===== src/rtl/pkt_pkg.sv =====
package pkt_pkg;
  localparam int BYTE_W        = 8;
  localparam int STAT_DONE_BIT = 0;
  localparam int STAT_UNDR_BIT = 1;
endpackage


===== src/rtl/pkt_total_ctr.sv =====
module pkt_total_ctr #(
  parameter int W      = 32,
  parameter int BYTE_W = 8
) (
  input  logic                   clk,
  input  logic                   rst_n,
  input  logic [W/BYTE_W-1:0]    lane_wr,
  input  logic [BYTE_W-1:0]      wdata,
  input  logic                   dec,
  output logic [W-1:0]           total,
  output logic                   done
);
  localparam int NB = W / BYTE_W;

  logic [W-1:0] q;
  logic         done_q;
  logic         any_wr;

  assign any_wr = |lane_wr;

  always_ff @(posedge clk) begin
    if (!rst_n) begin
      q      <= '0;
      done_q <= 1'b0;
    end else begin
      if (dec) q <= q - W'(1);
      for (int i = 0; i < NB; i++)
        if (lane_wr[i]) q[i*BYTE_W +: BYTE_W] <= wdata;
      if (any_wr)
        done_q <= 1'b0;
      else if (dec && q == W'(1))
        done_q <= 1'b1;
    end
  end

  assign total = q;
  assign done  = done_q;

  AST_DONE_HOLD: assert property (@(posedge clk) disable iff (!rst_n)
    done && !any_wr |=> done);
  AST_DONE_CLEAR: assert property (@(posedge clk) disable iff (!rst_n)
    any_wr |=> !done);
endmodule


===== src/rtl/pkt_size_store.sv =====
module pkt_size_store #(
  parameter int W      = 16,
  parameter int BYTE_W = 8
) (
  input  logic                 clk,
  input  logic                 rst_n,
  input  logic [W/BYTE_W-1:0]  lane_wr,
  input  logic [BYTE_W-1:0]    wdata,
  input  logic                 capture,
  input  logic [W-1:0]         cap_val,
  output logic [W-1:0]         pss
);
  localparam int NB = W / BYTE_W;

  logic [W-1:0] q;

  always_ff @(posedge clk) begin
    if (!rst_n) begin
      q <= '0;
    end else begin
      if (capture) q <= cap_val;
      for (int i = 0; i < NB; i++)
        if (lane_wr[i]) q[i*BYTE_W +: BYTE_W] <= wdata;
    end
  end

  assign pss = q;

  AST_CAPTURE_TAKES: assert property (@(posedge clk) disable iff (!rst_n)
    capture && !(|lane_wr) |=> pss == $past(cap_val));
  AST_SIZE_QUIET: assert property (@(posedge clk) disable iff (!rst_n)
    !capture && !(|lane_wr) |=> $stable(pss));
endmodule


===== src/rtl/pkt_bcount.sv =====
module pkt_bcount #(
  parameter int W      = 16,
  parameter int BYTE_W = 8
) (
  input  logic                 clk,
  input  logic                 rst_n,
  input  logic [W/BYTE_W-1:0]  lane_wr,
  input  logic [BYTE_W-1:0]    wdata,
  input  logic                 dec,
  input  logic                 reload,
  input  logic [W-1:0]         reload_val,
  output logic [W-1:0]         count
);
  localparam int NB = W / BYTE_W;

  logic [W-1:0] q;

  always_ff @(posedge clk) begin
    if (!rst_n) begin
      q <= '0;
    end else begin
      if (reload)   q <= reload_val;
      else if (dec) q <= q - W'(1);
      for (int i = 0; i < NB; i++)
        if (lane_wr[i]) q[i*BYTE_W +: BYTE_W] <= wdata;
    end
  end

  assign count = q;

  for (genvar g = 0; g < NB; g++) begin : g_lane_chk
    AST_WRITE_WINS: assert property (@(posedge clk) disable iff (!rst_n)
      lane_wr[g] |=> count[g*BYTE_W +: BYTE_W] == $past(wdata));
  end
endmodule


===== src/rtl/pkt_count_ctrl.sv =====
module pkt_count_ctrl #(
  parameter int TOTAL_W = 32,
  parameter int PKT_W   = 16,
  parameter int ADDR_W  = 4
) (
  input  logic                    clk,
  input  logic                    rst_n,
  input  logic                    cpu_wr,
  input  logic [ADDR_W-1:0]       cpu_addr,
  input  logic [pkt_pkg::BYTE_W-1:0] cpu_wdata,
  output logic [pkt_pkg::BYTE_W-1:0] cpu_rdata,
  input  logic                    host_cmd_wr,
  input  logic                    drive_sel,
  input  logic                    xfer_strobe,
  output logic [PKT_W-1:0]        byte_count,
  output logic                    done,
  output logic                    underrun
);
  import pkt_pkg::*;

  localparam int NB_T     = TOTAL_W / BYTE_W;
  localparam int NB_P     = PKT_W / BYTE_W;
  localparam int TOT_OFF  = 0;
  localparam int PSS_OFF  = TOT_OFF + NB_T;
  localparam int BC_OFF   = PSS_OFF + NB_P;
  localparam int STAT_OFF = BC_OFF + NB_P;

  function automatic logic [PKT_W-1:0] next_packet(
    input logic [TOTAL_W-1:0] left, input logic [PKT_W-1:0] size);
    if (left >= TOTAL_W'(size)) return size;
    return left[PKT_W-1:0];
  endfunction

  logic [NB_T-1:0]    tot_wr;
  logic [NB_P-1:0]    pss_wr;
  logic [NB_P-1:0]    bc_wr;
  logic               stat_wr;
  logic [TOTAL_W-1:0] total;
  logic [PKT_W-1:0]   pss;
  logic               counter_wr;
  logic               bc_zero, tot_zero;
  logic               ev_accept, ev_reload, ev_underrun, ev_capture;
  logic               undr_q;

  for (genvar g = 0; g < NB_T; g++) begin : g_tot_dec
    assign tot_wr[g] = cpu_wr && (cpu_addr == ADDR_W'(TOT_OFF + g));
  end
  for (genvar g = 0; g < NB_P; g++) begin : g_pkt_dec
    assign pss_wr[g] = cpu_wr && (cpu_addr == ADDR_W'(PSS_OFF + g));
    assign bc_wr[g]  = cpu_wr && (cpu_addr == ADDR_W'(BC_OFF + g));
  end
  assign stat_wr = cpu_wr && (cpu_addr == ADDR_W'(STAT_OFF));

  assign counter_wr  = (|tot_wr) | (|pss_wr) | (|bc_wr);
  assign bc_zero     = (byte_count == '0);
  assign tot_zero    = (total == '0);
  assign ev_reload   = bc_zero && !tot_zero && !counter_wr;
  assign ev_accept   = xfer_strobe && !bc_zero && !tot_zero && !counter_wr;
  assign ev_underrun = xfer_strobe && bc_zero && tot_zero;
  assign ev_capture  = host_cmd_wr && drive_sel;

  pkt_total_ctr #(.W(TOTAL_W), .BYTE_W(BYTE_W)) u_total (
    .clk(clk), .rst_n(rst_n), .lane_wr(tot_wr), .wdata(cpu_wdata),
    .dec(ev_accept), .total(total), .done(done));

  pkt_size_store #(.W(PKT_W), .BYTE_W(BYTE_W)) u_size (
    .clk(clk), .rst_n(rst_n), .lane_wr(pss_wr), .wdata(cpu_wdata),
    .capture(ev_capture), .cap_val(byte_count), .pss(pss));

  pkt_bcount #(.W(PKT_W), .BYTE_W(BYTE_W)) u_bcount (
    .clk(clk), .rst_n(rst_n), .lane_wr(bc_wr), .wdata(cpu_wdata),
    .dec(ev_accept), .reload(ev_reload),
    .reload_val(next_packet(total, pss)), .count(byte_count));

  always_ff @(posedge clk) begin
    if (!rst_n)                                undr_q <= 1'b0;
    else if (ev_underrun)                      undr_q <= 1'b1;
    else if (stat_wr && cpu_wdata[STAT_UNDR_BIT]) undr_q <= 1'b0;
  end
  assign underrun = undr_q;

  always_comb begin
    cpu_rdata = '0;
    for (int i = 0; i < NB_T; i++)
      if (cpu_addr == ADDR_W'(TOT_OFF + i)) cpu_rdata = total[i*BYTE_W +: BYTE_W];
    for (int i = 0; i < NB_P; i++) begin
      if (cpu_addr == ADDR_W'(PSS_OFF + i)) cpu_rdata = pss[i*BYTE_W +: BYTE_W];
      if (cpu_addr == ADDR_W'(BC_OFF + i))  cpu_rdata = byte_count[i*BYTE_W +: BYTE_W];
    end
    if (cpu_addr == ADDR_W'(STAT_OFF)) begin
      cpu_rdata[STAT_DONE_BIT] = done;
      cpu_rdata[STAT_UNDR_BIT] = undr_q;
    end
  end

  AST_LOCKSTEP_DEC: assert property (@(posedge clk) disable iff (!rst_n)
    ev_accept |=> total == $past(total) - TOTAL_W'(1)
               && byte_count == $past(byte_count) - PKT_W'(1));
  AST_RELOAD_FULL: assert property (@(posedge clk) disable iff (!rst_n)
    ev_reload && total >= TOTAL_W'(pss) |=> byte_count == $past(pss));
  AST_RELOAD_REM: assert property (@(posedge clk) disable iff (!rst_n)
    ev_reload && total < TOTAL_W'(pss) |=> byte_count == $past(total[PKT_W-1:0]));
  AST_RELOAD_DROPS: assert property (@(posedge clk) disable iff (!rst_n)
    ev_reload |=> $stable(total));
  AST_NO_OVERFLOW: assert property (@(posedge clk) disable iff (!rst_n)
    ev_underrun |=> underrun && total == '0 && byte_count == '0);
  AST_UNDR_STICKY: assert property (@(posedge clk) disable iff (!rst_n)
    underrun && !stat_wr |=> underrun);
endmodule


===== config.mk =====
export PLATFORM = sky130hd
export DESIGN_NAME = pkt_count_ctrl
export DESIGN_NICKNAME = d
export VERILOG_FILES = /design/src/rtl/pkt_pkg.sv /design/src/rtl/pkt_total_ctr.sv /design/src/rtl/pkt_size_store.sv /design/src/rtl/pkt_bcount.sv /design/src/rtl/pkt_count_ctrl.sv
export SDC_FILE = /design/constraint.sdc
export NUM_CORES = 1
export LEC_CHECK = 0
export ABC_AREA = 1
export BUFFER_PORTS_ARGS = -buffer_cell sky130_fd_sc_hd__buf_2
export CORE_MARGIN = 4
export CORE_UTILIZATION = 40
export DETAILED_ROUTE_END_ITERATION = 8
export SYNTH_ARGS = -nofsm -noshare
export SYNTH_HDL_FRONTEND = slang
export SYNTH_SLANG_ARGS = --single-unit

===== constraint.sdc =====
create_clock -name clk -period 6.41 [get_ports clk]
set_clock_uncertainty 0.05 [all_clocks]
set_input_delay 0.9615 -clock clk [delete_from_list [all_inputs] [get_ports clk]]
set_output_delay 0.9615 -clock clk [all_outputs]
set_load 0.01 [all_outputs]

# Yosys cells after proc, flatten, opt, wreduce, memory -nomap -nowiden
# Index checks and enable logic that the tools add are counted.
# W data, S select, Z words.
# op_classes
add_sub_neg	2
magnitude_cmp	1
n_eq_ne	9
n_mux	26
bitwise	3
reduce_logical	38
# ops
operator	count
$mux W8	16
$mux W16	5
$eq A32 B1 Y1 const B	1
$ge A32 B16 Y1	1
$logic_not A32 Y1	1
$mux W32	1
$sub A32 B1 Y32 const B	1
$logic_and A1 B1 Y1	19
$eq A4 B3 Y1 const B	4
$logic_not A16 Y1	1
$sub A16 B1 Y16 const B	1
$reduce_bool A2 Y1	7
$eq A4 B2 Y1 const B	2
$reduce_bool A3 Y1	2
$reduce_or A5 Y1	1
$eq A4 B1 Y1 const B	1
$eq A4 B4 Y1 const B	1
$logic_not A4 Y1	1
$reduce_or A2 Y1	2
$reduce_or A4 Y1	1
$logic_not A1 Y1	3
$mux W1	3
$mux W2	1
$or A1 B1 Y1	2
$not A1 Y1	1
# totals
regBits	66
in_bits	18
out_inout_bits	26

# Depth between registers and ports, before layout
# Gate-level depths: netlist of run 1.
# depth
depth_word	10
ltp_mapped	17
mapped_depth_nobuf	17

# By module
# Synthesis of run 1 repeated with hierarchy kept, for this count alone.
# unflattened
hier_cells	1030
hier_area_um2	6030.8
# by_module_without_submodules
mod	instances	cells_each	area_each_um2	seq_area_each_um2
pkt_total_ctr	1	368	2323.5	660.6
pkt_count_ctrl	1	308	1521.5	20.0
pkt_bcount	1	223	1321.3	320.3
pkt_size_store	1	131	864.6	320.3

# Worst setup path before layout of run 1
# No wires, ideal clock.
# synth_timing
kind	in2out
startpoint	in cpu_addr[2]
endpoint	out cpu_rdata[6] (netlist name)
arrival_time_ns	1.811
required_ns	5.398
path_slack_ns	3.587
cell_stages	8
cell_sequence	inv_1 -> nor2_1 -> inv_1 -> nor2_2 -> inv_1 -> o21ai_0 -> nor2_1 -> o211ai_1
# synth_via
elab_chain_len	9
# synth_lines
item	line	text
start: declaration	pkt_count_ctrl.sv:9	input logic [ADDR_W-1:0] cpu_addr,
$logic_not A4 Y1	pkt_count_ctrl.sv:85	if (cpu_addr == ADDR_W'(TOT_OFF + i)) cpu_rdata = total[i*BYTE_W +: BYTE_W];
$mux W8 (4 in series)	pkt_count_ctrl.sv:85	
$mux W8	pkt_count_ctrl.sv:87	if (cpu_addr == ADDR_W'(PSS_OFF + i)) cpu_rdata = pss[i*BYTE_W +: BYTE_W];
$mux W8	pkt_count_ctrl.sv:88	if (cpu_addr == ADDR_W'(BC_OFF + i)) cpu_rdata = byte_count[i*BYTE_W +: BYTE_W];
$mux W8	pkt_count_ctrl.sv:87	
$mux W8 (*)	pkt_count_ctrl.sv:88	
end: declaration	pkt_count_ctrl.sv:11	output logic [pkt_pkg::BYTE_W-1:0] cpu_rdata,
# Every way passes the cells marked *; elsewhere a longest branch is shown, timed or not.

# Worst setup path after layout of run 1
# Ends and elaborated chain as after synthesis.

==> impl_results.md, run 1 <==
- Wire per inst: 19.8 um
- Routed wire length: 22000 um
- Vias in the first global route: 5756
- Tmin final: 3.36 ns
- Setup TNS: 0 ns
- Root buffer cell: clkbuf_16
- Post-route ant nets: 0
- Die height: 125 um
- 1st-iter DRT viols: 607
- Aggregate global-route resource usage: 27.9%
- Mapped Nets: 932
- Post-route DRC: 0
- Critical Path End Type: output port
- Worst EP required: 5.40 ns
- Final Util: 45.5%
- Dpl ws: 3.08 ns
- Max layer used: met4
- Die area: 15500 um^2
- First-pass GRT wire length: 33800 um
- Synth Area in XOR/XNOR: 4.67%
- Synthesized-area fraction occupied by adder cells: 4.61%
- Final Hold Fails: 0
- CTS resizes: 0
- YS warnings: 0
- Largest family of logic cells by synthesized area: simple AND/OR/NAND/NOR gates
- # hold bufs at CTS: 0
- Crit share post-route: 52.4%
- Clock Latency Late Sink: 0.35 ns
- PortBufs: 43
- Max_slew headroom: 52.6%
- Max_cap viols: 0
- Initial antenna violation count: 0
- Status: finished, final reports clean
- CTS max path bufs: 2
- Io pins: 44
- Mux cell area share after synthesis: 0%
- Hpwl dp: 17000 um
- Mapped Area: 5430 um^2
- Post-Synth Simple-Gate Area: 33.7%
- Metal-1 WL: 9570 um
- Slew Viols, Final: 0
- # diodes: 0
- VDD IR-drop max: 0.000192 V
- Vias per cell: 5.57
- Finished Layout Cells: 1111
- Register area share after synthesis: 24.3%
- Multi-input gate area: 3550 um^2
- Ys flop type: dfxtp_1
- Leakage: 2.78 nW
- Core Footprint: 13300 um^2
- Post-synth ARST share: 0%
- Final layout net count: 968
- Vias: 6185
- Share of cells above drive strength 1: 8.98%
- Avg Inst Size Synth: 6.08 um^2
- Area grow syn2layout: 11.2%
- Fill cells: 1455
- Power Density: 412 nW/um^2
- Yosys cell types: 43
- Fmax: 298 MHz
- DR WL met2: 9670 um
- Final Setup Violations: 0
- Initial core utilization: 40.9%
- Worst Hold Class: reg -> reg
- Clock buffer count from CTS: 9
- Post-synthesis cell count: 894
- Worst Tran Pin Value: 0.709 ns
- Overflow after GRT: 0
- Clock transition at path regs: 0.06 ns
- Worst-path fanout max: 8
- Seq cells post-synth: 66
- Synth Area in Compound Gates: 22.3%
- Most common cell after layout, fill and taps aside: nand2_1
- Drt first pass iters: 5
- Worst EP arrival: 2.35 ns
- Postcts setup bufs: 0
- RSZ-0062 raised after global routing: false
- Placed Cells: 1095
- Kind of critical path: in -> out
- Die width: 125 um
- CTS tree: yes
- Row count: 42
- Routability Congestion: 1.04
- CP startpoint kind: primary input
- Total power: 2.49 mW
- Clk sinks: 66
- Setup WS post-layout: 3.05 ns
- Wire length on met3: 1880 um
- Clock H-tree levels: 3
- Commonest cells after routing, fill and taps aside: 210 x nand2_1, 120 x inv_1, 108 x nor2_1, 82 x o21ai_0, 82 x a21oi_1
- Reg area: 1320 um^2
- Largest net degree at the start of global routing: 30
- Post-synth EDFFs: 0
==> report_power, final <==
group / total (mW) / switching (mW) / leakage, nW / internal (mW)
combinational: 1.36 / 0.927 / 2.10 / 0.436
sequential: 0.666 / 0.169 / 0.540 / 0.497
clock: 0.464 / 0.193 / 0.133 / 0.271
total: 2.49 / 1.29 / 2.78 / 1.20
==> layout make-up <==
cell class / count / area share [%]
flip-flops and latches: 66 / 21.9
clock buffers: 13 / 4.14
multi-input cells: 685 / 58.7
clock inverters: 3 / 0.248
well taps: 176 / 3.64
inverters: 124 / 7.70
repair buffers: 44 / 3.68
==> cells by family after synthesis <==
family,Yosys count
AOI/OAI and AO/OA,220
buffers and inverters,143
and+or+nand+nor,416
adders and majority gates,20
DFF,66
xor gates and xnor gates,29
==> sequential cells by signal, indices dropped and copies added, names as in the netlist <==
signal and flops:
u_bcount.count 16, u_total.done 1, u_total.total 32, u_size.pss 16, underrun 1
==> synthesized netlist by cell type, types with 11 or more instances <==
cell        n  area, um^2
nand2_1   210         788
inv_1     120         450
nor2_1    108         405
a21oi_1    82         410
o21ai_0    82         410
dfxtp_1    66        1320
nand3_1    36         180
xor2_1     26         228
nand4_1    22         138
ha_1       20         250
a31oi_1    12        75.1
clkbuf_1   12        45.0
o22ai_1    11        68.8
==> layer usage <==
layer  vias up  global-route usage (%)
met5         -                       0
met4         0                    11.6
met3        56                    6.00
met2       298                    43.4
met1      2800                    37.5
li1       3031                       -
==> worst paths after layout <==
kind / depth (start not counted) / to / slack, ns / start
min reg2reg: 2 / u_size.pss[13] / 0.44 / u_size.pss[13]
max: 10 / cpu_rdata[6] / 3.05 / cpu_addr[2]
max reg2reg: 13 / u_bcount.count[4] / 3.52 / u_total.total[0]
min: 2 / u_size.pss[13] / 0.44 / u_size.pss[13]
==> worst max-delay path, cell delays in order <==
cell and delay (ns):
buf_2 0.12, inv_1 0.06, nor2_1 0.16, inv_1 0.10
nor2_2 0.29, inv_1 0.11, o21ai_0 0.19, nor2_1 0.06
o211ai_1 0.11, buf_2 0.18
==> metrics by stage <==
step                hold slack (ns)  area, um^2
floorplan                     0.407        5430
global placement              0.433        5780
detailed placement            0.433        5780
CTS                           0.442        6040
global route                  0.462        6040
finish                        0.442        6040
Note: power is estimated with default switching activity, not from simulation.
==> run 2, diff against run 1 <==
- clock period: 6.41 -> 3.4 ns (I/O delays scaled with it)
==> run 2 against run 1 <==
  * Critical path depth fell by 1
  * Routed wire length rose by 1.4%
  * Register-to-register slack got worse by 2.9 ns
  * Combinational power rose by 98%
  * Utilization rose by 0.41 points
  * Final cell count rose by 0.72%
  * Cell area rose by 0.91%
  * Sequential share of layout area fell by 0.20 points
==> impl_results.md, run 2 (synthesis gave the netlist of run 1 again) <==
- Power Density: 776 nW/um^2 (was 412 nW/um^2)
- Postcts setup bufs: 0 (unchanged)
- Initial core utilization: 40.9% (unchanged)
- Max reg flops: 32 (unchanged)
- Hpwl dp: 17000 um (about the same)
- Largest net degree at the start of global routing: 39 (was 30)
- Aggregate global-route resource usage: 28.4% (was 27.9%)
- Die height: 125 um (unchanged)
- Worst EP arrival: 2.94 ns (was 2.35 ns)
- Initial antenna violation count: 0 (unchanged)
- Worst Hold Class: in -> reg (was reg -> reg)
- Multi-input gate area: 3550 um^2 (unchanged)
- Status: finished, final reports clean (unchanged)
- Clk sinks: 66 (unchanged)
- Vias: 6281 (was 6185)
- Die width: 125 um (unchanged)
- Placed cell areas: 5850 um^2 (was 5780 um^2)
- Post-route DRC: 0 (unchanged)
- FF-to-FF Start: u_total.total[3] (was u_total.total[0])
- Die area: 15500 um^2 (unchanged)
- Metal-1 WL: 9590 um (was 9570 um)
- Worst EP required: 3.58 ns (was 5.40 ns)
- Worst-path fanout max: 26 (was 8)
- CTS max path bufs: 2 (unchanged)
- Worst-case reg-to-reg path depth: 9 (was 13)
- DR WL met2: 9620 um (was 9670 um)
- Leakage: 2.82 nW (was 2.78 nW)
- Final layout net count: 977 (was 968)
- Area grow syn2layout: 12.2% (was 11.2%)
- Row count: 42 (unchanged)
- Fmax: 362 MHz
- Max_cap viols: 0 (unchanged)
- Crit share post-route: 81.2%
- Final Setup Violations: 0 (unchanged)
- CTS resizes: 0 (unchanged)
- Core Footprint: 13300 um^2 (unchanged)
- Worst Tran Pin Value: 0.701 ns (was 0.709 ns)
- R2R Setup Slk: 0.64 ns (was 3.52 ns)
- CTS tree: yes (unchanged)
- RR Endpoint: u_bcount.count[6] (was u_bcount.count[4])
- # hold bufs at CTS: 0 (unchanged)
- Worst setup path startpoint: u_total.total[3] (was cpu_addr[2])
- Clock transition at path regs: 0.06 ns (about the same)
- Max_slew headroom: 53.1% (was 52.6%)
- Critical Path End Type: flop (was output port)
- Reg area: 1320 um^2 (unchanged)
- Fill cells: 1464 (was 1455)
- # diodes: 0 (unchanged)
- VDD IR-drop max: 0.000415 V (was 0.000192 V)
- Finished Layout Cells: 1119 (was 1111)
- CP Capture Point: u_bcount.count[6] (was cpu_rdata[6])
- 1st-iter DRT viols: 678 (was 607)
- Vias in the first global route: 5779 (was 5756)
- Setup TNS: 0 ns (unchanged)
- Most common cell after layout, fill and taps aside: nand2_1 (unchanged)
- Routability Congestion: 1.03 (was 1.04)
- Max layer used: met4 (unchanged)
- Kind of critical path: reg -> reg (was in -> out)
- Routed wire length: 22300 um (was 22000 um)
- Wire length on met3: 1990 um (was 1880 um)
- Commonest cells after routing, fill and taps aside: 210 x nand2_1, 120 x inv_1, 108 x nor2_1, 82 x o21ai_0, 82 x a21oi_1 (unchanged)
- Wire per inst: 19.9 um (was 19.8 um)
- Tmin final: 2.76 ns
- Placed Cells: 1104 (was 1095)
- CP startpoint kind: flop (was primary input)
- PortBufs: 43 (unchanged)
- Clock Latency Late Sink: 0.35 ns (about the same)
- Io pins: 44 (unchanged)
- Final Hold Fails: 0 (unchanged)
- Clock H-tree levels: 3 (unchanged)
- First-pass GRT wire length: 34000 um (was 33800 um)
- Drt first pass iters: 5 (unchanged)
- Dpl ws: 0.779 ns (was 3.08 ns)
- Overflow after GRT: 0 (unchanged)
- Vias per cell: 5.61 (was 5.57)
- Root buffer cell: clkbuf_16 (unchanged)
- Share of cells above drive strength 1: 9.86% (was 8.98%)
- Clock buffer count from CTS: 9 (unchanged)
- Slew Viols, Final: 0 (unchanged)
- Post-route ant nets: 0 (unchanged)
- Total power: 4.73 mW (was 2.49 mW)
- RSZ-0062 raised after global routing: false (unchanged)
- Setup WS post-layout: 0.640 ns (was 3.05 ns)
- Design area: 6100 um^2 (was 6040 um^2)
==> run 2: cell count changes in the layout (fill, tap and decap cells not counted), sizes merged <==
| cell | change |
|---|---|
| buf | +9 |
| clkbuf | -2 |
| clkinv | +1 |
==> run 2: worst min-delay path by stage <==
stage | depth (start not counted) | end | from | slack [ns]
global route | 3 | underrun | xfer_strobe | 0.44
global placement | 2 | u_size.pss[15] | u_size.pss[15] | 0.42
floorplan | 2 | u_size.pss[3] | u_size.pss[3] | 0.41
CTS | 3 | underrun | xfer_strobe | 0.41
detailed placement | 2 | underrun | underrun | 0.43
finish | 3 | underrun | xfer_strobe | 0.41
==> run 2: area by class of cell <==
cell class	instances	area share, %
Multi-Input combinational cell	685	58.2
Clock buffer	11	3.82
Timing Repair Buffer	53	4.76
Clock inverter	4	0.328
Inverter	124	7.63
Sequential cell	66	21.7
Tap cell	176	3.61
==> run 2: routing by layer <==
layer  track usage [%]  vias up
li1                  -     3054
met5                 0        -
met2              43.4      291
met1              36.5     2858
met3              8.62       78
met4              13.6        0
==> run 2: power breakdown <==
| group | switching, mW | internal (mW) | total, mW |
|---|---|---|---|
| Combinational | 1.83 | 0.857 | 2.69 |
| Clock | 0.370 | 0.484 | 0.854 |
| Sequential | 0.249 | 0.936 | 1.19 |
==> run 2: through the flow <==
step	utilization (%)	hold slack (ns)
after floorplan	-	0.407
after detailed placement	44.0	0.425
final	45.9	0.413
after global routing	45.9	0.442
after CTS	45.9	0.408
after global placement	44.0	0.421
==> run 2: critical path, cell delays in order, from the launching register on <==
cell      delay, ns
dfxtp_1        0.51
ha_1           0.31
nand2_1        0.10
nor2_1         0.05
nand2_1        0.08
nor2_1         0.04
nor2_1         0.37
nand3_2        0.52
o211ai_1       0.47
a21oi_1        0.13
==> run 3, diff against run 2 <==
- clock period: 3.4 -> 2.7 ns (I/O delays scaled with it)
==> run 3 against run 2 <==
  * Clock power is 36% higher
  * First-iteration DRC count is 12% higher
  * Largest power group unchanged
  * Routed wire length decreased by 1.1%
  * Global-route usage fell by 0.41 points
  * Sequential power rose by 22%
  * Cell area is 2.9% higher
  * Final cell count is 1.8% higher
  * Via count is 1.4% higher
  * Combinational power increased by 33%
  * Register-to-register slack got worse by 0.45 ns
  * Critical endpoint is now u_bcount.count[4]
==> impl_results.md, run 3 (synthesis gave the netlist of run 1 again) <==
- Aggregate global-route resource usage: 28.0% (was 28.4%)
- Max reg flops: 32 (unchanged)
- VDD IR-drop max: 0.000528 V (was 0.000415 V)
- Fill cells: 1441 (was 1464)
- Clk sinks: 66 (unchanged)
- # hold bufs at CTS: 0 (unchanged)
- Switching Share: 50.4% (was 51.9%)
- Reg area: 1320 um^2 (unchanged)
- Initial antenna violation count: 0 (unchanged)
- Max_cap viols: 0 (unchanged)
- Clock Latency Late Sink: 0.35 ns (about the same)
- Overflow after GRT: 0 (unchanged)
- Worst EP required: 2.94 ns (was 3.58 ns)
- Worst Hold Class: in -> reg (unchanged)
- Worst Tran Pin Value: 0.708 ns (was 0.701 ns)
- Drt first pass iters: 5 (unchanged)
- Share of cells above drive strength 1: 11.7% (was 9.86%)
- Vias in the first global route: 5920 (was 5779)
- Io pins: 44 (unchanged)
- Worst-path fanout max: 9 (was 26)
- Sequential power share: 23.4% (was 25.1%)
- Die area: 15500 um^2 (unchanged)
- CTS max path bufs: 2 (unchanged)
- Clock H-tree levels: 3 (unchanged)
- Final layout net count: 996 (was 977)
- Slowest-stage cell, CP: dfxtp_1 (was nand3_2)
- Kind of critical path: reg -> reg (unchanged)
- Final Hold Fails: 0 (unchanged)
- Max incr delay on CP: 0.34 ns (was 0.52 ns)
- Routability Congestion: 1.01 (was 1.03)
- 1st-iter DRT viols: 760 (was 678)
- Critical Path End Type: flop (unchanged)
- Post-route ant nets: 0 (unchanged)
- Clock transition at path regs: 0.06 ns (about the same)
- P_int: 3.07 mW (was 2.28 mW)
- Clock buffer count from CTS: 9 (unchanged)
- First-pass GRT wire length: 34000 um (about the same)
- Max_slew headroom: 52.7% (was 53.1%)
- Crit path max-delay family: simple AND/OR/NAND/NOR gates (unchanged)
- Combinational power share: 57.9% (was 56.9%)
- Status: finished, final reports clean (unchanged)
- Hpwl dp: 17200 um (was 17000 um)
- Largest net degree at the start of global routing: 29 (was 39)
- Area grow syn2layout: 15.5% (was 12.2%)
- CTS tree: yes (unchanged)
- Slew Viols, Final: 0 (unchanged)
- Row count: 42 (unchanged)
- Worst EP arrival: 2.75 ns (was 2.94 ns)
- Clock Power Share: 18.7% (was 18.1%)
- Wire per inst: 19.4 um (was 19.9 um)
- Crit-path cells: buf_4 > nor2_1 > nand2_1 > nor2_2 > nand2_2 > nor2_4 > nor2_1 > o21ai_2 > inv_1 > nand3_1 > nand2_1 > inv_1 (was ha_1 > nand2_1 > nor2_1 > nand2_1 > nor2_1 > nor2_1 > nand3_2 > o211ai_1 > a21oi_1)
- Leakage: 2.93 nW (was 2.82 nW)
- Routed wire length: 22100 um (was 22300 um)
- Fin Hold WS: 0.350 ns (was 0.413 ns)
- Vias: 6368 (was 6281)
- # diodes: 0 (unchanged)
- Die width: 125 um (unchanged)
- Tmin final: 2.51 ns (was 2.76 ns)
- Initial core utilization: 40.9% (unchanged)
- Most common cell after layout, fill and taps aside: nand2_1 (unchanged)
- Setup TNS: 0 ns (unchanged)
- Commonest cells after routing, fill and taps aside: 210 x nand2_1, 120 x inv_1, 108 x nor2_1, 82 x o21ai_0, 82 x a21oi_1 (unchanged)
- Power Density: 988 nW/um^2 (was 776 nW/um^2)
- Die height: 125 um (unchanged)
- CP startpoint kind: flop (unchanged)
- Postcts setup bufs: 0 (unchanged)
- Vias per cell: 5.59 (was 5.61)
- Fmax: 399 MHz (was 362 MHz)
- Core Footprint: 13300 um^2 (unchanged)
- Multi-input gate area: 3550 um^2 (unchanged)
- PortBufs: 43 (unchanged)
- CTS resizes: 0 (unchanged)
- Root buffer cell: clkbuf_16 (unchanged)
- Final Setup Violations: 0 (unchanged)
- RSZ-0062 raised after global routing: false (unchanged)
- Psw: 3.12 mW (was 2.45 mW)
- CP bufs+invs: 3 (was 0)
- Post-route DRC: 0 (unchanged)
- Crit share post-route: 92.9% (was 81.2%)
-- run 3: cell count changes in the layout (fill, tap and decap cells not counted) --
cell and delta:
buf_4 +19, clkinv_2 -2, clkbuf_8 +3
-- run 3: stage by stage --
step | area (um^2) | util (%) | total power, mW | cells | worst slack, ns
global route | 6270 | 47.2 | 6.66 | 1139 | 0.0807
global placement | 5990 | 45.0 | 4.96 | 1123 | 0.253
detailed placement | 5990 | 45.0 | 4.96 | 1123 | 0.295
finish | 6270 | 47.2 | 6.20 | 1139 | 0.192
floorplan | 5430 | - | 3.84 | 894 | 0.698
CTS | 6270 | 47.2 | 6.13 | 1139 | 0.270
-- run 3: power by group through the flow --
stage          clock network (mW)  logic, mW  registers [mW]
6_report                     1.16       3.59            1.45
5_1_grt                      1.21       3.97            1.47
4_1_cts                      1.16       3.53            1.44
3_5_place_dp                    0       3.50            1.46
3_3_place_gp                    0       3.50            1.46
2_1_floorplan                   0       2.39            1.44
-- run 3: cell type report --
class,count,share of cell area [%]
multi-input combinational,685,56.6
sequential,66,21.1
inverter,124,7.42
timing repair buffer,72,6.90
clock buffer,14,4.37
tap,176,3.51
clock inverter,2,0.160
-- run 3: worst paths after layout --
path / from / to / slack, ns / depth (start not counted)
worst max-delay path: u_total.total[3] / u_bcount.count[4] / 0.19 / 12
worst min-delay path: xfer_strobe / underrun / 0.35 / 3
worst max register to register: u_total.total[3] / u_bcount.count[4] / 0.19 / 12
worst min register to register: u_total.total[1] / u_total.total[1] / 0.45 / 2
-- run 3: metal layers --
layer | vias to the layer above | GRT usage [%] | wire length [um]
met5 | - | 0 | 0
met4 | 0 | 13.4 | 1200
met3 | 71 | 6.17 | 1850
met2 | 306 | 43.4 | 9640
met1 | 2916 | 37.0 | 9360
li1 | 3075 | - | -
-- run 3: worst register-to-register path: stages, from the launching register on --
cell and delay (ns):
dfxtp_1 0.34, buf_4 0.17, nor2_1 0.20, nand2_1 0.17, nor2_2 0.29, nand2_2 0.14, nor2_4 0.17, nor2_1 0.08
o21ai_2 0.25, inv_1 0.29, nand3_1 0.19, nand2_1 0.06, inv_1 0.05
